**src/rtl/wp_pkg.sv**
```systemverilog
package wp_pkg;
  localparam int unsigned PTR_W = 30;
  localparam int unsigned NGRP  = 6;
  // skip block sizes, least significant block first
  localparam int unsigned GSZ [NGRP] = '{3, 4, 5, 6, 6, 6};

  // first bit index of block g (g == NGRP gives the total width)
  function automatic int unsigned grp_lo(input int unsigned g);
    int unsigned s;
    s = 0;
    for (int unsigned k = 0; k < NGRP; k++) begin
      if (k < g) s += GSZ[k];
    end
    return s;
  endfunction
endpackage

```
**src/rtl/wp_chain.sv**
```systemverilog
// Reference carry chain: one pass element per bit, carry held active-low.
module wp_chain #(
  parameter int unsigned W = wp_pkg::PTR_W
) (
  input  logic [W-1:0] a,
  output logic [W:0]   cy_n
);
  // carry into bit 0 is always present for a +1
  assign cy_n[0] = 1'b0;
  for (genvar i = 0; i < W; i++) begin : g_pass
    // a one passes the incoming carry; a zero kills it (drives inactive high)
    assign cy_n[i+1] = a[i] ? cy_n[i] : 1'b1;
  end
endmodule

```
**src/rtl/wp_skip.sv**
```systemverilog
// Block skip network: a block forwards its carry only when it is all ones.
module wp_skip #(
  parameter int unsigned W    = wp_pkg::PTR_W,
  parameter int unsigned NG   = wp_pkg::NGRP
) (
  input  logic [W-1:0]  a,
  output logic [NG-1:0] blk_all,
  output logic [NG-1:0] blk_cin
);
  import wp_pkg::*;

  for (genvar g = 0; g < NG; g++) begin : g_blk
    localparam int unsigned LO = grp_lo(g);
    localparam int unsigned SZ = GSZ[g];
    assign blk_all[g] = &a[LO +: SZ];
    if (g == 0) begin : g_first
      assign blk_cin[g] = 1'b1;
    end else begin : g_rest
      assign blk_cin[g] = blk_cin[g-1] & blk_all[g-1];
    end
  end
endmodule

```
**src/rtl/wp_merge.sv**
```systemverilog
// Local in-block chains seeded by the skip carries, then parallel toggle.
module wp_merge #(
  parameter int unsigned W  = wp_pkg::PTR_W,
  parameter int unsigned NG = wp_pkg::NGRP
) (
  input  logic          clk,
  input  logic          rst_n,
  input  logic [W-1:0]  a,
  input  logic [NG-1:0] blk_all,
  input  logic [NG-1:0] blk_cin,
  input  logic [W:0]    ref_cy_n,
  output logic [W-1:0]  sum,
  output logic          cout
);
  import wp_pkg::*;

  logic [W-1:0] cin_n;

  for (genvar g = 0; g < NG; g++) begin : g_blk
    localparam int unsigned LO = grp_lo(g);
    localparam int unsigned SZ = GSZ[g];
    for (genvar j = 0; j < SZ; j++) begin : g_bit
      if (j == 0) begin : g_seed
        assign cin_n[LO] = ~blk_cin[g];
      end else begin : g_link
        assign cin_n[LO+j] = a[LO+j-1] ? cin_n[LO+j-1] : 1'b1;
      end
    end
  end

  // every bit flips where its carry is present
  assign sum  = a ^ ~cin_n;
  assign cout = blk_cin[NG-1] & blk_all[NG-1];

  // skip-derived carries agree with the plain ripple chain
  assert_skip_eq_chain_R7: assert property (@(posedge clk) disable iff (!rst_n)
    (cin_n == ref_cy_n[W-1:0]) && (cout == ~ref_cy_n[W]));
endmodule

```
**src/rtl/wordptr_bump.sv**
```systemverilog
module wordptr_bump #(
  parameter int unsigned PTR_W = wp_pkg::PTR_W
) (
  input  logic             clk,
  input  logic             rst_n,
  input  logic             load_en,
  input  logic [PTR_W-1:0] load_val,
  input  logic             step_en,
  output logic [PTR_W-1:0] ptr_q,
  output logic             wrap_q
);
  import wp_pkg::*;
  localparam int unsigned NG = NGRP;
  localparam logic [PTR_W-1:0] ALL1 = '1;

  if (grp_lo(NG) != PTR_W) begin : g_bad_groups
    $error("skip block sizes do not cover the pointer width");
  end

  logic [PTR_W:0]   chain_cy_n;
  logic [NG-1:0]    blk_all, blk_cin;
  logic [PTR_W-1:0] nxt;
  logic             nxt_wrap;

  wp_chain #(.W(PTR_W)) u_chain (
    .a    (ptr_q),
    .cy_n (chain_cy_n)
  );

  wp_skip #(.W(PTR_W), .NG(NG)) u_skip (
    .a       (ptr_q),
    .blk_all (blk_all),
    .blk_cin (blk_cin)
  );

  wp_merge #(.W(PTR_W), .NG(NG)) u_merge (
    .clk      (clk),
    .rst_n    (rst_n),
    .a        (ptr_q),
    .blk_all  (blk_all),
    .blk_cin  (blk_cin),
    .ref_cy_n (chain_cy_n),
    .sum      (nxt),
    .cout     (nxt_wrap)
  );

  always_ff @(posedge clk) begin
    if (!rst_n) begin
      ptr_q  <= '0;
      wrap_q <= 1'b0;
    end else begin
      wrap_q <= 1'b0;
      if (load_en) begin
        ptr_q <= load_val;
      end else if (step_en) begin
        ptr_q  <= nxt;
        wrap_q <= nxt_wrap;
      end
    end
  end

  // a load always lands, step or not
  assert_load_lands_R2: assert property (@(posedge clk) disable iff (!rst_n)
    load_en |=> (ptr_q == $past(load_val)) && !wrap_q);
  // a step alone advances by exactly one word
  assert_step_plus1_R4: assert property (@(posedge clk) disable iff (!rst_n)
    (step_en && !load_en) |=> ptr_q == $past(ptr_q) + 1'b1);
  // wrap pulse only with a zero pointer, and always after a step from all ones
  assert_wrap_zero_R5: assert property (@(posedge clk) disable iff (!rst_n)
    wrap_q |-> ptr_q == '0);
  assert_wrap_raised_R5: assert property (@(posedge clk) disable iff (!rst_n)
    (step_en && !load_en && ptr_q == ALL1) |=> wrap_q);
  // idle keeps the pointer
  assert_idle_hold_R6: assert property (@(posedge clk) disable iff (!rst_n)
    (!step_en && !load_en) |=> $stable(ptr_q) && !wrap_q);
endmodule

```
**config.mk**
```make
export PLATFORM = sky130hd
export DESIGN_NAME = wordptr_bump
export DESIGN_NICKNAME = d
export VERILOG_FILES = /design/src/rtl/wp_pkg.sv /design/src/rtl/wp_chain.sv /design/src/rtl/wp_skip.sv /design/src/rtl/wp_merge.sv /design/src/rtl/wordptr_bump.sv
export SDC_FILE = /design/constraint.sdc
export NUM_CORES = 1
export LEC_CHECK = 0
export BUFFER_PORTS_ARGS = -buffer_cell sky130_fd_sc_hd__buf_2
export CAP_MARGIN = 20
export CORE_MARGIN = 2
export CORE_UTILIZATION = 35
export CTS_BUF_LIST = sky130_fd_sc_hd__clkbuf_8
export CTS_CLUSTER_DIAMETER = 40
export CTS_CLUSTER_SIZE = 14
export DETAILED_ROUTE_END_ITERATION = 8
export SLEW_MARGIN = 20
export SYNTH_ARGS = -nofsm -noshare
export SYNTH_HDL_FRONTEND = slang
export SYNTH_SLANG_ARGS = --single-unit
export TNS_END_PERCENT = 5
```
**constraint.sdc**
```tcl
create_clock -name clk -period 3.2 [get_ports clk]
set_clock_uncertainty 0.2 [all_clocks]
set_input_delay 0.64 -clock clk [delete_from_list [all_inputs] [get_ports clk]]
set_output_delay 0.64 -clock clk [all_outputs]
set_load 0.01 [all_outputs]
```
==> results.json, run 1 <==
{
  "crit_arrival_ns": 2.95,
  "hold_viol_final": 0,
  "clock-root-buffer": "clkbuf_8",
  "fill_cells": 532,
  "relSlewSlack": 0.436,
  "syn_nets": 266,
  "final_cells": 337,
  "clock.fmax_mhz": 336,
  "insertedDiodeCount": 0,
  "numPortBuffers": 64,
  "cap_violations": 0,
  "cts.sinks": 31,
  "syn_to_final_growth_pct": 25.4,
  "final_nets": 324,
  "synth.avg_cell_area_um2": 8.95,
  "die_area_um2": 5920,
  "synth-edff-count": 0,
  "hpwlAfterDp_um": 2950,
  "synth.distinct_cells": 22,
  "drt_iter0_drc": 41,
  "cts_tree": "done",
  "dieWidth_um": 76.9,
  "required_ns": 3.17,
  "path_class": "reg -> reg",
  "hp-class": "reg -> reg",
  "initial_utilization": 0.365,
  "synthTopCellsByArea": "dfxtp_1, ha_1, mux2i_1",
  "synth_ff_type": "dfxtp_1",
  "grt_pass1_vias": 1508,
  "setup_tns_ns": 0,
  "critPathMaxFanout": 4,
  "grt_pass1_wl_um": 6890,
  "drc": 0,
  "ys_ff_latch": 31,
  "grtUsageTotal": 0.145,
  "r2r_cells": 13,
  "ir_drop_mv": 0.183,
  "die_h_um": 76.9,
  "overflow": 0,
  "htreeDepth": 2,
  "post-cts-setup-buffers": 0,
  "yosys_warnings": 0,
  "powerDensity_nw_per_um2": 390,
  "syn_inst": 208,
  "ant_nets": 0,
  "layout_min_cycle_time_ns": 2.98,
  "clock_latency_ns": 0.28,
  "core_area_um2": 5110,
  "grt_start_max_net_pins": 46,
  "cp-start-kind": "flip-flop",
  "synth.largest_area_cell": "dfxtp_1",
  "setup_viol": 0,
  "synth-seq-area-share": 0.333,
  "synth_top_area_frac": 0.333,
  "end_kind": "flip-flop",
  "p_total_uw": 911,
  "min_path_cells": 2,
  "synth-async-reset-ratio": 0,
  "place_congestion": 0.746,
  "rows": 26,
  "wl_per_cell_um": 12.2,
  "cts_buffers": 5,
  "period_share": 0.931,
  "firstDrtPassIters": 4,
  "outcome": "complete, no violations",
  "dpl.cell_count": 329,
  "tightest_slew_ns": 0.845,
  "seq_area_um2": 623,
  "ios": 65,
  "avgViaCountPerCell": 4.62,
  "netlist_area_um2": 1860,
  "final_max_slew_viol_count": 0,
  "via_count": 1557,
  "rsz0062_at_grt": "false",
  "routed_wl_um": 4100,
  "cts_max_path_buffers": 2,
  "clkTransAtPathRegs_ns": 0.07,
  "drive_above_1_share": 0.288,
  "antenna_found_initial": 0,
  "leakage_nw": 1.27,
  "multi_input_area_um2": 1190
}
timing repair:
action,CTS,global route
gates resized for setup,0,5
hold buffers,0,0
endpoints found under the setup margin,0,2
critical path, cell delays in order (launching register included):
cell,delay (ns)
dfxtp_2,0.34
ha_1,0.15
ha_1,0.16
nand2_1,0.07
or4_4,0.58
nor4_4,0.15
ha_2,0.20
ha_1,0.14
ha_1,0.14
ha_1,0.13
ha_1,0.22
mux2i_1,0.16
o21ai_1,0.07
and2_1,0.16
final timing paths:
kind	start	endpoint	slack (ns)
worst min-delay path	ptr_q[17]	ptr_q[17]	0.43
worst min register to register	ptr_q[17]	ptr_q[17]	0.43
worst max register to register	ptr_q[0]	ptr_q[28]	0.22
worst max-delay path	ptr_q[0]	ptr_q[28]	0.22
metal layers:
metal / global-route usage / share of wire / up-vias
met5: 0 / 0 / -
met2: 0.235 / 0.46 / 38
met4: 0.0655 / 0.016 / 0
met3: 0.0318 / 0.045 / 5
met1: 0.183 / 0.48 / 686
li1: - / - / 828
cells in the final DEF (no fill, tap or decap):
master / count
nand3_1: 3
clkbuf_8: 7
dfxtp_1: 29
nand2_1: 33
clkinv_1: 1
o211a_1: 5
or4_4: 1
and4_1: 1
buf_2: 64
nand4_1: 2
nand2b_1: 5
and4bb_1: 1
xnor2_1: 6
nor2_1: 3
ha_1: 23
mux2i_1: 24
buf_4: 1
inv_1: 2
nor4_4: 1
ha_2: 1
dfxtp_2: 2
o21ai_0: 24
and2_1: 25
o21ai_1: 1
nor3_1: 1
nand4b_1: 1
logic make-up (layout without fill, tap and decap cells):
family                     Yosys count  in the layout  synth area share
adders and majority gates           24             24             0.161
xor gates and xnor gates             6              6            0.0282
muxes                               24             24             0.129
DFF                                 31             31             0.333
buffers and inverters               16             75            0.0343
AOI/OAI and AO/OA                   30             30            0.0941
and+or+nand+nor                     77             77             0.220
flip-flops by register name, summed over array words and instances (netlist names):
| name | flops |
|---|---|
| ptr_q | 30 |
| wrap_q | 1 |
layout make-up:
class | instances | area share
multi-input cells | 161 | 0.509
flip-flops and latches | 31 | 0.267
repair buffers | 65 | 0.140
clock buffers | 7 | 0.0413
well taps | 70 | 0.0375
inverters | 2 | 0.00322
clock inverters | 1 | 0.00161
cells in the mapped netlist (all sizes together), types with 2 or more instances:
library cell,count
nand4,2
o211a,5
xnor2,6
buf,3
nand2,33
dfxtp,31
and2,25
mux2i,24
nand3,3
nand2b,5
nor2,3
o21ai,25
ha,24
clkbuf,11
per-stage QoR:
step	worst slack (ns)	hold slack, ns	instance area [µm²]	utilization
3_3_place_gp	0.172	0.411	2220	0.435
3_5_place_dp	0.0877	0.418	2220	0.435
4_1_cts	0.0274	0.434	2320	0.454
6_report	0.220	0.427	2330	0.457
5_1_grt	0.0249	0.458	2330	0.457
2_1_floorplan	0.212	0.432	1860	-
where the power goes:
part	internal [mW]	leakage (nW)	switching (mW)
Combinational	0.0729	0.962	0.0722
Clock	0.193	0.0557	0.141
Sequential	0.410	0.257	0.0228
Total	0.676	1.27	0.236
Note: power is estimated with default switching activity, not from simulation.
==> inputs of run 2 (changes only) <==
HOLD_SLACK_MARGIN = 0.12   (was not set)
RECOVER_POWER = 50   (was not set)
clock period = 3.5 ns   (was 3.2 ns; I/O delays follow)
==> run 2 against run 1 <==
Net effect: final cell count shrank 0.30%; core utilization down 1.1 points; largest power group unchanged; non-clock buffer count down 1; highest routed layer unchanged; first-iteration DRC count is 9.8% lower; flip-flop and latch count unchanged; critical endpoint unchanged; maximum frequency decreased by 4.7%.
==> results.json, run 2 (synthesis gave the netlist of run 1 again) <==
{
  "wl_per_cell_um": 12.3,
  "cts_max_path_buffers": 2,
  "cts_tree": "done",
  "multi_input_area_um2": 1180,
  "grt_start_max_net_pins": 62,
  "crit_family": "adder cells",
  "routed_wl_um": 4140,
  "slowest_delay_ns": 0.55,
  "reg_top3": "ptr_q x30, wrap_q x1",
  "ant_nets": 0,
  "hpwlAfterDp_um": 2880,
  "setup_tns_ns": 0,
  "crit_top_cell": "ha_1",
  "cp-endpoint": "ptr_q[28]",
  "tightest_slew_ns": 0.930,
  "final_cells": 336,
  "cp_slowest_cell": "or4_4",
  "antenna_found_initial": 0,
  "avgViaCountPerCell": 4.65,
  "overflow": 0,
  "ir_drop_mv": 0.160,
  "powerDensity_nw_per_um2": 368,
  "grt_pass1_wl_um": 7050,
  "clock_latency_ns": 0.28,
  "dieWidth_um": 76.9,
  "clkTransAtPathRegs_ns": 0.07,
  "rsz0062_at_grt": "false",
  "hp-class": "reg -> reg",
  "numPortBuffers": 64,
  "cts_hold_buffers": 0,
  "seq_area_um2": 621,
  "via_count": 1561,
  "largest_reg_flops": 30,
  "r2r_end": "ptr_q[28]",
  "final_nets": 323,
  "hold_viol_final": 0,
  "worst-path-buf-inv": 0,
  "rrSetupSlack_ns": 0.37,
  "required_ns": 3.48,
  "path_class": "reg -> reg",
  "rows": 26,
  "cts_resized": 0,
  "insertedDiodeCount": 0,
  "setup.worst_path.start": "ptr_q[0]",
  "cts.sinks": 31,
  "firstDrtPassIters": 4,
  "clock.fmax_mhz": 320,
  "place_congestion": 0.756,
  "leakage_nw": 1.13,
  "die_area_um2": 5920,
  "setup_viol": 0,
  "cp-start-kind": "flip-flop",
  "relSlewSlack": 0.380,
  "layout_min_cycle_time_ns": 3.13,
  "grt_pass1_vias": 1523,
  "regMostFlops": "ptr_q",
  "period_share": 0.894,
  "drc": 0,
  "initial_utilization": 0.365,
  "syn_to_final_growth_pct": 22.4,
  "ios": 65,
  "grtUsageTotal": 0.151,
  "die_h_um": 76.9,
  "crit_chain": "ha_1 > ha_1 > nand2_1 > or4_4 > nor4_2 > ha_1 > ha_1 > ha_1 > ha_1 > ha_1 > mux2i_1 > o21ai_0 > and2_1",
  "dpl.cell_count": 328,
  "core_area_um2": 5110,
  "final_max_slew_viol_count": 0,
  "r2r_cells": 13,
  "end_kind": "flip-flop",
  "fill_cells": 544,
  "crit_arrival_ns": 3.11,
  "final_cell_mix": "nand2_1, buf_2, clkbuf_1, dfxtp_1",
  "outcome": "complete, no violations",
  "clock-root-buffer": "clkbuf_8",
  "cts_buffers": 5,
  "timing.rr.start": "ptr_q[0]",
  "drt_iter0_drc": 37,
  "cp_num_cells": 13,
  "htreeDepth": 2,
  "cap_violations": 0,
  "drive_above_1_share": 0.162,
  "critPathMaxFanout": 4,
  "post-cts-setup-buffers": 0
}
## run 2: changes by cell type in the layout (fill, tap and decap cells not counted), moves of 2 or more
| cell | delta |
|---|---|
| clkbuf_1 | +31 |
| dfxtp_2 | -2 |
| dfxtp_1 | +2 |
| buf_2 | -31 |
## run 2: cell type report
class,count,area share
clock buffer,7,0.0423
clock inverter,1,0.00329
inverter,2,0.00329
multi-input combinational,161,0.517
sequential,31,0.272
tap,70,0.0384
timing repair buffer,64,0.124
## run 2: power by group
part           internal [mW]  total (mW)  leakage (nW)  switching, mW
clock                  0.179       0.316        0.0505          0.138
sequential             0.374       0.395         0.256         0.0213
combinational         0.0606       0.126         0.824         0.0655
## run 2: tightest hold or removal path, cell delays in order (launching register included)
cell and delay, ns:
dfxtp_1 0.33, xnor2_1 0.16, o211a_1 0.12
## run 2: layer usage
metal  vias to the layer above  wire length (µm)  global-route usage
met5                         -                 0                   0
met4                         0                73              0.0600
met3                         6               247              0.0435
met2                        39              1810               0.244
met1                       691              2010               0.189
li1                        825                 -                   -
## run 2: worst min path at each step
stage          startpoint        end  slack (ns)  cells after the start
3_5_place_dp    ptr_q[17]  ptr_q[17]        0.42                      2
6_report        ptr_q[17]  ptr_q[17]        0.44                      2
2_1_floorplan   ptr_q[17]  ptr_q[17]        0.43                      2
4_1_cts         ptr_q[17]  ptr_q[17]        0.44                      2
5_1_grt         ptr_q[17]  ptr_q[17]        0.48                      2
3_3_place_gp    ptr_q[17]  ptr_q[17]        0.41                      2
## run 2: through the flow
stage	instance area [µm²]	power, mW	utilization	setup slack, ns	hold slack (ns)
after floorplan	1860	0.483	-	0.512	0.432
after global placement	2210	0.535	0.433	0.438	0.412
after detailed placement	2210	0.537	0.433	0.361	0.420
after CTS	2320	0.860	0.454	0.335	0.435
after global routing	2280	0.892	0.446	0.131	0.478
final	2280	0.838	0.446	0.372	0.437
==> inputs of run 3 (changes only) <==
--- a/config.mk
+++ b/config.mk
@@ -11,5 +11,4 @@
 export CORE_UTILIZATION = 35
 export CTS_BUF_LIST = sky130_fd_sc_hd__clkbuf_8
-export CTS_CLUSTER_DIAMETER = 40
 export CTS_CLUSTER_SIZE = 14
 export DETAILED_ROUTE_END_ITERATION = 8
==> constraint.sdc (replaced) <==
create_clock -name clk -period 3.5 [get_ports clk]
set_clock_uncertainty 0.2 [all_clocks]
set_input_delay 0.175 -clock clk [delete_from_list [all_inputs] [get_ports clk]]
set_output_delay 0.175 -clock clk [all_outputs]
set_load 0.01 [all_outputs]
==> run 3 against run 2 <==
Net effect: non-clock buffer count increased by 30; final area is 13% higher; sequential power is essentially flat; largest power group unchanged; first-iteration DRC count decreased by 2.7%; combinational power is 21% higher; die area did not move; power up 3.3%; setup slack better by 0.0027 ns; flip-flop and latch count unchanged.
==> results.json, run 3 (synthesis gave the netlist of run 1 again) <==
{
  "outcome": "complete, no violations",
  "dp_slack_ns": 0.361,
  "setup_ws_ns": 0.374,
  "multi_input_area_um2": 1180,
  "die_h_um": 76.9,
  "rows": 26,
  "cts.sinks": 31,
  "drive_above_1_share": 0.145,
  "grt_pass1_vias": 1675,
  "antenna_found_initial": 0,
  "largest_reg_flops": 30,
  "initial_utilization": 0.365,
  "met1_length_um": 2080,
  "post-cts-setup-buffers": 0,
  "clkTransAtPathRegs_ns": 0.07,
  "hp-class": "in -> reg",
  "ir_drop_mv": 0.163,
  "insertedDiodeCount": 0,
  "drc": 0,
  "place_congestion": 0.756,
  "cts_tree": "done",
  "fill_cells": 526,
  "die_area_um2": 5920,
  "powerDensity_nw_per_um2": 336,
  "tightest_slew_ns": 0.939,
  "crit_arrival_ns": 3.11,
  "place_area_um2": 2210,
  "dr_wl_met2_um": 2000,
  "cts_max_path_buffers": 2,
  "ant_nets": 0,
  "cts_buffers": 5,
  "reg_top3": "ptr_q x30, wrap_q x1",
  "period_share": 0.893,
  "ios": 65,
  "cp-start-kind": "flip-flop",
  "hold_viol_final": 0,
  "routed_wl_um": 4410,
  "regMostFlops": "ptr_q",
  "final_nets": 353,
  "path_class": "reg -> reg",
  "overflow": 0,
  "numPortBuffers": 64,
  "wl_per_cell_um": 12.0,
  "core_area_um2": 5110,
  "avgViaCountPerCell": 4.54,
  "end_kind": "flip-flop",
  "final_cell_area_um2": 2580,
  "required_ns": 3.48,
  "dieWidth_um": 76.9,
  "rrSetupSlack_ns": 0.37,
  "clock-root-buffer": "clkbuf_8",
  "hpwlAfterDp_um": 2880,
  "layout_min_cycle_time_ns": 3.13,
  "clock_latency_ns": 0.28,
  "setup_tns_ns": 0,
  "leakage_nw": 1.26,
  "relSlewSlack": 0.374,
  "syn_to_final_growth_pct": 38.5,
  "rsz0062_at_grt": "false",
  "final_cell_mix": "nand2_1, buf_2, clkbuf_1, dfxtp_1, dlygate4sd3_1",
  "htreeDepth": 2,
  "setup_viol": 0,
  "final_max_slew_viol_count": 0,
  "via_count": 1661,
  "clock.fmax_mhz": 320,
  "drt_iter0_drc": 36,
  "top_layer": "met4",
  "grt_pass1_wl_um": 7510,
  "critPathMaxFanout": 4,
  "cap_violations": 0,
  "grt_start_max_net_pins": 62,
  "grtUsageTotal": 0.159,
  "firstDrtPassIters": 4,
  "seq_area_um2": 621,
  "fin_hold_ws_ns": 0.180,
  "wl_met3_um": 262
}
-- run 3: layout make-up --
cell class,count,share of cell area
well taps,70,0.0340
multi-input cells,161,0.457
clock buffers,7,0.0374
inverters,2,0.00291
clock inverters,1,0.00291
repair buffers,94,0.226
flip-flops and latches,31,0.241
-- run 3: timing repair --
| action | 4_1_cts | 5_1_grt |
|---|---|---|
| hold endpoints to repair | 30 | 0 |
| hold buffers | 30 | 0 |
| resized for setup | 0 | 0 |
-- run 3: final timing paths --
kind / startpoint / to / cells past startpoint
max: ptr_q[0] / ptr_q[28] / 13
max reg2reg: ptr_q[0] / ptr_q[28] / 13
min reg2reg: ptr_q[17] / ptr_q[17] / 2
min: rst_n / ptr_q[6] / 2
-- run 3: power by group --
| group | switching (mW) | internal, mW | total (mW) |
|---|---|---|---|
| clock network | 0.139 | 0.179 | 0.318 |
| registers | 0.0213 | 0.374 | 0.395 |
| logic | 0.0702 | 0.0824 | 0.153 |
-- run 3: metal layers --
layer	vias up	track usage
li1	885	-
met1	729	0.195
met2	41	0.268
met3	6	0.0412
met4	0	0.0600
met5	-	0
-- run 3: per-stage QoR --
step	std cells	utilization	total power, mW
final	366	0.505	0.866
after global routing	366	0.505	0.919
after CTS	366	0.512	0.886
after detailed placement	328	0.433	0.537
after global placement	328	0.433	0.535
after floorplan	208	-	0.483
-- run 3: worst max-delay path, cell delays in order (launching register included) --
cell and delay [ns]:
dfxtp_1 0.37, ha_1 0.16, ha_1 0.15, nand2_1 0.07, or4_4 0.55, nor4_2 0.28, ha_1 0.18, ha_1 0.14
ha_1 0.14, ha_1 0.14, ha_1 0.22, mux2i_1 0.13, o21ai_0 0.08, and2_1 0.19
